==> src/rtl/nvdl_pkg.sv <==
package nvdl_pkg;

    typedef enum logic [2:0] {
        ST_WAIT_PWR = 3'd0,
        ST_IDLE     = 3'd1,
        ST_READ     = 3'd2,
        ST_WRITE    = 3'd3,
        ST_DONE     = 3'd4
    } dl_state_t;

endpackage

==> src/rtl/nvdl_addr_gen.sv <==
module nvdl_addr_gen #(
    parameter int ADDR_W     = 16,
    parameter int RADDR_W    = 8,
    parameter int PAGE_BYTES = 32,
    parameter int NUM_PAGES  = 7,
    parameter int FIRST_PAGE = 0,
    parameter logic [ADDR_W-RADDR_W-1:0] NV_PREFIX = 8'hF8
) (
    input  logic               clk,
    input  logic               rst_n,
    input  logic               clr,
    input  logic               adv,
    output logic               last,
    output logic [ADDR_W-1:0]  nv_addr,
    output logic [RADDR_W-1:0] rf_addr
);

    localparam int TOTAL = PAGE_BYTES * NUM_PAGES;
    localparam int CW    = (TOTAL > 1) ? $clog2(TOTAL) : 1;
    localparam int BASE  = FIRST_PAGE * PAGE_BYTES;

    logic [CW-1:0]      idx_q;
    logic [RADDR_W-1:0] offs;

    // Byte index within the downloaded range, ascending.
    always_ff @(posedge clk) begin
        if (!rst_n) begin
            idx_q <= '0;
        end else if (clr) begin
            idx_q <= '0;
        end else if (adv) begin
            idx_q <= idx_q + 1'b1;
        end
    end

    assign last = (idx_q == CW'(TOTAL - 1));

    // Fit the index to the register address width.
    generate
        if (CW >= RADDR_W) begin : g_trunc
            assign offs = idx_q[RADDR_W-1:0];
        end else begin : g_pad
            assign offs = {{(RADDR_W-CW){1'b0}}, idx_q};
        end
    endgenerate

    // Register address is the low part; the array adds a fixed high prefix.
    assign rf_addr = RADDR_W'(BASE) + offs;
    assign nv_addr = {NV_PREFIX, rf_addr};

endmodule

==> src/rtl/nvdl_trig_reg.sv <==
module nvdl_trig_reg #(
    parameter int RADDR_W = 8,
    parameter logic [RADDR_W-1:0] TRIG_ADDR = 8'hD8
) (
    input  logic               clk,
    input  logic               rst_n,
    input  logic               wr_en,
    input  logic [RADDR_W-1:0] wr_addr,
    input  logic               wr_bit,
    input  logic               accept,
    input  logic               clear,
    output logic               start,
    output logic               flag
);

    logic flag_q;

    // A trigger counts only when the controller can take it.
    assign start = wr_en && (wr_addr == TRIG_ADDR) && wr_bit && accept;

    always_ff @(posedge clk) begin
        if (!rst_n) begin
            flag_q <= 1'b0;
        end else if (clear) begin
            flag_q <= 1'b0;
        end else if (start) begin
            flag_q <= 1'b1;
        end
    end

    assign flag = flag_q;

endmodule

==> src/rtl/nvdl_fsm.sv <==
module nvdl_fsm
    import nvdl_pkg::*;
#(
    parameter int DATA_W = 8
) (
    input  logic              clk,
    input  logic              rst_n,
    input  logic              supply_ok,
    input  logic              sw_start,
    input  logic              nv_rd_ack,
    input  logic [DATA_W-1:0] nv_rd_data,
    input  logic              rf_wr_ack,
    input  logic              last,
    output dl_state_t         state,
    output logic              nv_rd_req,
    output logic              rf_wr_req,
    output logic [DATA_W-1:0] wr_data,
    output logic              busy,
    output logic              done,
    output logic              boot_done,
    output logic              cnt_clr,
    output logic              cnt_adv,
    output logic              idle
);

    dl_state_t         state_q, state_d;
    logic [DATA_W-1:0] data_q;
    logic              boot_q;

    // Next-state selection.
    always_comb begin
        state_d = state_q;
        unique case (state_q)
            ST_WAIT_PWR: if (supply_ok) state_d = ST_READ;
            ST_IDLE:     if (sw_start)  state_d = ST_READ;
            ST_READ:     if (nv_rd_ack) state_d = ST_WRITE;
            ST_WRITE: begin
                if (rf_wr_ack) state_d = last ? ST_DONE : ST_READ;
            end
            ST_DONE:     state_d = ST_IDLE;
            default:     state_d = ST_WAIT_PWR;
        endcase
    end

    // State register with the captured byte and the power-up completion bit.
    always_ff @(posedge clk) begin
        if (!rst_n) begin
            state_q <= ST_WAIT_PWR;
            data_q  <= '0;
            boot_q  <= 1'b0;
        end else begin
            state_q <= state_d;
            if ((state_q == ST_READ) && nv_rd_ack) begin
                data_q <= nv_rd_data;
            end
            if (state_q == ST_DONE) begin
                boot_q <= 1'b1;
            end
        end
    end

    // Outputs decoded from the current state.
    always_comb begin
        nv_rd_req = 1'b0;
        rf_wr_req = 1'b0;
        busy      = 1'b0;
        done      = 1'b0;
        cnt_adv   = 1'b0;
        idle      = 1'b0;
        unique case (state_q)
            ST_WAIT_PWR: begin
            end
            ST_IDLE: begin
                idle = 1'b1;
            end
            ST_READ: begin
                nv_rd_req = 1'b1;
                busy      = 1'b1;
            end
            ST_WRITE: begin
                rf_wr_req = 1'b1;
                busy      = 1'b1;
                cnt_adv   = rf_wr_ack && !last;
            end
            ST_DONE: begin
                done = 1'b1;
            end
            default: begin
            end
        endcase
    end

    assign cnt_clr   = !busy;
    assign wr_data   = data_q;
    assign boot_done = boot_q;
    assign state     = state_q;

endmodule

==> src/rtl/nvdl_ctrl.sv <==
module nvdl_ctrl
    import nvdl_pkg::*;
#(
    parameter int ADDR_W     = 16,
    parameter int RADDR_W    = 8,
    parameter int DATA_W     = 8,
    parameter int PAGE_BYTES = 32,
    parameter int NUM_PAGES  = 7,
    parameter int FIRST_PAGE = 0,
    parameter logic [ADDR_W-RADDR_W-1:0] NV_PREFIX = 8'hF8,
    parameter logic [RADDR_W-1:0] TRIG_ADDR = 8'hD8,
    parameter int TRIG_BIT   = 0
) (
    input  logic               clk,
    input  logic               rst_n,
    input  logic               supply_ok,
    input  logic               ctl_wr,
    input  logic [RADDR_W-1:0] ctl_addr,
    input  logic [DATA_W-1:0]  ctl_wdata,
    output logic               nv_rd_req,
    output logic [ADDR_W-1:0]  nv_rd_addr,
    input  logic               nv_rd_ack,
    input  logic [DATA_W-1:0]  nv_rd_data,
    output logic               rf_wr_req,
    output logic [RADDR_W-1:0] rf_wr_addr,
    output logic [DATA_W-1:0]  rf_wr_data,
    input  logic               rf_wr_ack,
    output logic               busy,
    output logic               done,
    output logic               bus_hold,
    output logic               trig_flag
);

    dl_state_t state;
    logic      last, cnt_clr, cnt_adv, idle, sw_start, boot_done;
    logic      unused_ctl;

    assign unused_ctl = ^ctl_wdata;

    nvdl_addr_gen #(
        .ADDR_W     (ADDR_W),
        .RADDR_W    (RADDR_W),
        .PAGE_BYTES (PAGE_BYTES),
        .NUM_PAGES  (NUM_PAGES),
        .FIRST_PAGE (FIRST_PAGE),
        .NV_PREFIX  (NV_PREFIX)
    ) u_addr (
        .clk     (clk),
        .rst_n   (rst_n),
        .clr     (cnt_clr),
        .adv     (cnt_adv),
        .last    (last),
        .nv_addr (nv_rd_addr),
        .rf_addr (rf_wr_addr)
    );

    nvdl_trig_reg #(
        .RADDR_W   (RADDR_W),
        .TRIG_ADDR (TRIG_ADDR)
    ) u_trig (
        .clk     (clk),
        .rst_n   (rst_n),
        .wr_en   (ctl_wr),
        .wr_addr (ctl_addr),
        .wr_bit  (ctl_wdata[TRIG_BIT]),
        .accept  (idle),
        .clear   (done),
        .start   (sw_start),
        .flag    (trig_flag)
    );

    nvdl_fsm #(
        .DATA_W (DATA_W)
    ) u_fsm (
        .clk        (clk),
        .rst_n      (rst_n),
        .supply_ok  (supply_ok),
        .sw_start   (sw_start),
        .nv_rd_ack  (nv_rd_ack),
        .nv_rd_data (nv_rd_data),
        .rf_wr_ack  (rf_wr_ack),
        .last       (last),
        .state      (state),
        .nv_rd_req  (nv_rd_req),
        .rf_wr_req  (rf_wr_req),
        .wr_data    (rf_wr_data),
        .busy       (busy),
        .done       (done),
        .boot_done  (boot_done),
        .cnt_clr    (cnt_clr),
        .cnt_adv    (cnt_adv),
        .idle       (idle)
    );

    // Bus stays locked until the first download completes and during any run.
    assign bus_hold = busy || !boot_done;

endmodule

==> config.mk <==
export PLATFORM = sky130hd
export DESIGN_NAME = nvdl_ctrl
export DESIGN_NICKNAME = d
export VERILOG_FILES = /design/src/rtl/nvdl_pkg.sv /design/src/rtl/nvdl_addr_gen.sv /design/src/rtl/nvdl_trig_reg.sv /design/src/rtl/nvdl_fsm.sv /design/src/rtl/nvdl_ctrl.sv
export SDC_FILE = /design/constraint.sdc
export NUM_CORES = 1
export LEC_CHECK = 0
export ABC_CLOCK_PERIOD_IN_PS = 2700
export CAP_MARGIN = 5
export CELL_PAD_IN_SITES_DETAIL_PLACEMENT = 0
export CELL_PAD_IN_SITES_GLOBAL_PLACEMENT = 1
export CORE_MARGIN = 4
export CORE_UTILIZATION = 28
export CTS_CLUSTER_SIZE = 14
export DETAILED_ROUTE_END_ITERATION = 7
export PLACE_DENSITY = 0.82
export SLEW_MARGIN = 20
export SYNTH_ARGS = -nofsm -noshare
export SYNTH_HDL_FRONTEND = slang
export SYNTH_SLANG_ARGS = --single-unit
==> constraint.sdc <==
create_clock -name clk -period 2.7 [get_ports clk]
set_clock_uncertainty 0.1 [all_clocks]
set_input_delay 0.675 -clock clk [delete_from_list [all_inputs] [get_ports clk]]
set_output_delay 0.675 -clock clk [all_outputs]
set_load 0.01 [all_outputs]
After elaboration in Yosys (flattened, before gate mapping)

Cells that the tools add are included.

Output and inout bits: 38
Word-level logic and storage cells: 42
Bits of input ports: 30
Register bits after elaboration: 21

Bitwise gates (word level): 1
Add/subtract/negate cells: 1
Mux-type cells: 12
Reductions and logical operators: 13
Equal/unequal tests: 10

Operators with widths:

| cell                | count |
|---|---|
| $eq 8x8->1 const B  | 2 |
| $mux 3              | 5 |
| $pmux 3 s5          | 1 |
| $add 8x1->8 const B | 1 |
| $ne 2x2->1 const B  | 4 |
| $eq 3x2->1 const B  | 2 |
| $mux 1              | 6 |
| $logic_and 1x1->1   | 5 |
| $reduce_and 4->1    | 1 |
| $reduce_or 2->1     | 2 |
| $eq 3x1->1 const B  | 1 |
| $eq 3x3->1 const B  | 1 |
| $logic_not 3->1     | 1 |
| $logic_not 1->1     | 2 |
| $reduce_and 2->1    | 1 |
| $logic_or 1x1->1    | 1 |
| $not 1->1           | 1 |

Depth between registers and ports, before layout

Word-level depth: 6
Gate-level depth with buffers: 6
Depth with buffers taken out: 5

Cells and area by module

A second synthesis with hierarchy kept.

Cells, all modules: 122
Area total of the unflattened synthesis: 1128.6 µm²

Modules (own cells, without submodules):

| module        | instances | area each (µm²) | cells each |
|---|---|---|---|
| nvdl_fsm      | 1         | 561.8           | 54 |
| nvdl_addr_gen | 1         | 494.2           | 60 |
| nvdl_trig_reg | 1         | 66.3            | 7 |
| nvdl_ctrl     | 1         | 6.3             | 1 |

Worst setup path after synthesis

No wires, ideal clock.

Path kind: input port to flip-flop
From: input rf_wr_ack
To: register u_addr.idx_q[3]
Data required time: 2.541 ns
Data arrival time: 1.578 ns
Cell stages on the path: 5
Path slack: 0.963 ns
Buffers on the path: 1
Path through: and4b_1 buf_6 o21ai_4 or4_1 nand2_1

Cells in the longest elaborated chain, start to end: 2

Ends and longest elaborated chain:

| element                | RTL line            | RTL |
|---|---|---|
| start: declaration     | nvdl_ctrl.sv:27     | `input logic rf_wr_ack,` |
| $logic_and 1x1->1      | nvdl_fsm.sv:83      | `cnt_adv = rf_wr_ack && !last;` |
| $mux 1                 | nvdl_fsm.sv:70      | `unique case (state_q)` |
| end signal: assignment | nvdl_addr_gen.sv:32 | `idx_q <= idx_q + 1'b1;` |
| end: declaration       | nvdl_addr_gen.sv:22 | `logic [CW-1:0] idx_q;` |

No other way between the ends.
A chain may end at the register's enable or synchronous reset.

Worst setup path after layout

From: register u_fsm.state_q[2] (netlist: u_fsm.state[2])
To: output rf_wr_req

Cells in the longest elaborated chain, start to end: 2

Ends and longest elaborated chain:

| element                  | RTL line        | RTL |
|---|---|---|
| start: declaration       | nvdl_fsm.sv:26  | `dl_state_t state_q, state_d;` |
| start signal: assignment | nvdl_fsm.sv:52  | `state_q <= state_d;` |
| $eq 3x2->1               | nvdl_fsm.sv:70  |  |
| $mux 1                   | nvdl_fsm.sv:70  |  |
| end: declaration         | nvdl_ctrl.sv:24 | `output logic rf_wr_req,` |

No other way between the ends.

==> metrics.md <==
| Metric | Value |
|---|---|
| Final setup TNS | 0 ns |
| Slew Viols, Final | 0 |
| ANT cells | 0 |
| Commonest cells post-synth | 21 x dfxtp_1, 17 x buf_4, 10 x nor2_1 |
| Fill cells | 391 |
| Largest area contributor in the netlist | dfxtp_1 |
| Vias per inst | 4.56 |
| Reg2reg path depth | 4 |
| Slowest CP cell | clkdlybuf4s50_1 |
| DR iter-0 viols | 16 |
| Area taken by flip-flops and latches | 420 um2 |
| Post-DRT Antenna Nets | 0 |
| CTS Buf Count | 3 |
| Arrival @ worst endpoint | 1.75 ns |
| Cells along the critical path | nand2b_4, clkinv_1, and2_1, clkdlybuf4s50_1 |
| Combinational share of power | 18.8% |
| Nets | 199 |
| IO Port Bufs | 52 |
| Syn. warnings | 0 |
| I/O pins | 68 |
| RSZ-0062 raised after global routing | false |
| Clock Pin Slew Worst Setup and Hold Paths | 0.07 ns |
| Vias in the first global route | 1,005 |
| Clk_lat worst skew | 0.25 ns |
| Synth top area cells | dfxtp_1 37%, buf_4 11%, mux2i_1 7.9%, nor2b_1 4.4%, nor2_1 3.3% |
| Distinct cells, synth | 39 |
| Final Hold Vio Count | 0 |
| Min Tclk post-route | 2.53 ns |
| Starting Density | 30.2% |
| R2R Setup Slk | 0.84 ns |
| Final setup violation count | 0 |
| Area of the die | 0.00518 mm2 |
| First-pass GRT wire length | 4280 um |
| # DRC | 0 |
| Worst Hold Launch | u_fsm.boot_done$_SDFFE_PN0P_ |
| CORE AREA | 0.00380 mm2 |
| Synth Flop Type | dfxtp_1 |
| Max rail drop VDD | 0.000144 V |
| Gr usage total | 10.1% |
| WP buf/inv | 2 |
| Overflow after GRT | 0 |
| Worst EP required | 1.92 ns |
| CTS H-Tree Depth | 1 |
| Post-synthesis cell count | 125 |
| Post-synth top area share | 36.7% |
| Net Switching | 156 uW |
| Ys async rst share | 0% |
| Setup crit start kind | register |
| Detailed-route via count | 980 |
| Placed cells | 211 |
| Row Count | 22 |
| Synthesized area per cell | 9.17 um2 |
| Final period util | 93.7% |
| WS Path Type | register to output port |
| Met1 usage in global routing | 10.3% |
| Synth Register Bits | 21 |
| Detailed placement HPWL | 2150 um |
| Hold path cells | 1 |
| First drt pass iteration count | 4 |
| Hold worst-path end | u_fsm.boot_done$_SDFFE_PN0P_ |
| Total power | 654 uW |
| Largest net degree at the start of global routing | 15 |
| Met3 Usage GRT | 1.39% |
| Max_cap viols | 0 |
| Int Pwr | 498 uW |
| Num Clock Sinks | 21 |
| Reg2Reg Capture Point | u_addr.idx_q[3]$_SDFFE_PN0P_ |
| Antenna violations before repair | 0 |
| GR met2 Demand/Resource | 19.4% |
| Resize count post-CTS | 0 |
| Class of the worst hold path | register to register |
| TritonCTS clock tree | yes |
| Max incr delay on CP | 0.48 ns |
| Top-count cell post-synth | dfxtp_1 |
| Sequential element share of the synthesized area | 36.7% |
| Postcts setup bufs | 0 |
| Flop pwr share | 50.9% |
| Status | complete, no violations |
| Drt total wl | 2630 um |
| EDFF count, synth | 0 |
| CTS Hold Bufs | 0 |
| Area grow syn2layout | 43.7% |
| Multi-input combinational cell area | 582 um2 |
| Die H | 72.0 um |
| RR Startpoint | u_fsm.state[1]$_SDFFE_PN0P_ |
| Worst setup EP type | output port |
| Max Freq | 395 MHz |
| Switching share of power | 23.9% |
| Root Buffer | clkbuf_8 |
| Share of cells above drive strength 1 | 4.79% |
| Leak Pwr | 0.000584 uW |
| Non-Filler Instances | 215 |
| PD cells | 397 mW/mm2 |
| Clk pwr share | 30.3% |
| Critical path fanouts, max | 9 |
| Die width | 72.0 um |
| Mapped cell area | 0.00115 mm2 |
| Top Usage Layer GRT | met2 |
| Routability congestion estimate | 0.829 |
| WL per Instance | 12.2 um |
| Delay-heaviest family, CP | buffers and inverters |
| Longest Clk Path Bufs | 2 |
power by group through the flow:
stage,sequential [uW],clock (uW),combinational [uW]
final,333,199,123
after global routing,335,216,134
after CTS,333,209,125
after detailed placement,340,0,124
after global placement,339,0,122
after floorplan,334,0,74.3
placed cells by master (no fill, tap or decap), types with 3 or more instances in the layout:
master and count:
xor2_1 4, nand3_1 3, conb_1 8, dfxtp_1 21, clkbuf_8 3, mux2i_1 9, clkdlybuf4s50_1 52, a21oi_1 4
nor2_1 10, nor2b_1 8, nand2_1 6
registers in the layout, summed over array words and instances (netlist names):
register	count
u_trig.flag	1
u_fsm.state	3
u_fsm.boot_done	1
u_addr.idx_q	8
u_fsm.wr_data	8
layer usage:
metal	vias to the layer above	share of wire, %
li1	494	-
met1	444	37
met2	36	54
met3	6	6.1
met4	0	2.5
met5	-	0
layout make-up:
cell class	count	area share, %
clock buffers	4	2.74
inverters	1	0.228
multi-input cells	87	35.3
flip-flops and latches	21	25.5
well taps	48	3.65
repair buffers	54	32.5
logic make-up after synthesis:
kind of cell	after synthesis	synth area share (%)
muxes	10	8.84
other	2	0.655
adders and majority gates	1	1.09
AOI/OAI and AO/OA	17	10.9
buffers and inverters	23	14.5
DFF	21	36.7
and+or+nand+nor	47	24.2
xor gates and xnor gates	4	3.06
worst max path at each step:
stage | end | slack [ns] | startpoint | depth (start not counted)
floorplan | u_addr.idx_q[3]$_SDFFE_PN0P_ | 0.96 | rf_wr_ack | 5
global placement | u_addr.idx_q[3]$_SDFFE_PN0P_ | 0.31 | rf_wr_ack | 5
detailed placement | u_addr.idx_q[3]$_SDFFE_PN0P_ | 0.27 | rf_wr_ack | 5
CTS | rf_wr_req | 0.18 | u_fsm.state[2]$_SDFFE_PN0P_ | 4
global route | rf_wr_req | 0.10 | u_fsm.state[2]$_SDFFE_PN0P_ | 4
finish | rf_wr_req | 0.17 | u_fsm.state[2]$_SDFFE_PN0P_ | 4
per-stage QoR:
step	hold slack, ns	instance area [um2]	util [%]	setup WS (ns)
2_1_floorplan	0.341	1170	-	0.963
3_3_place_gp	0.347	1600	42.2	0.310
3_5_place_dp	0.353	1600	42.2	0.270
4_1_cts	0.372	1650	43.3	0.183
5_1_grt	0.398	1650	43.3	0.101
6_report	0.367	1650	43.3	0.171
(Power assumes the default switching activity.)
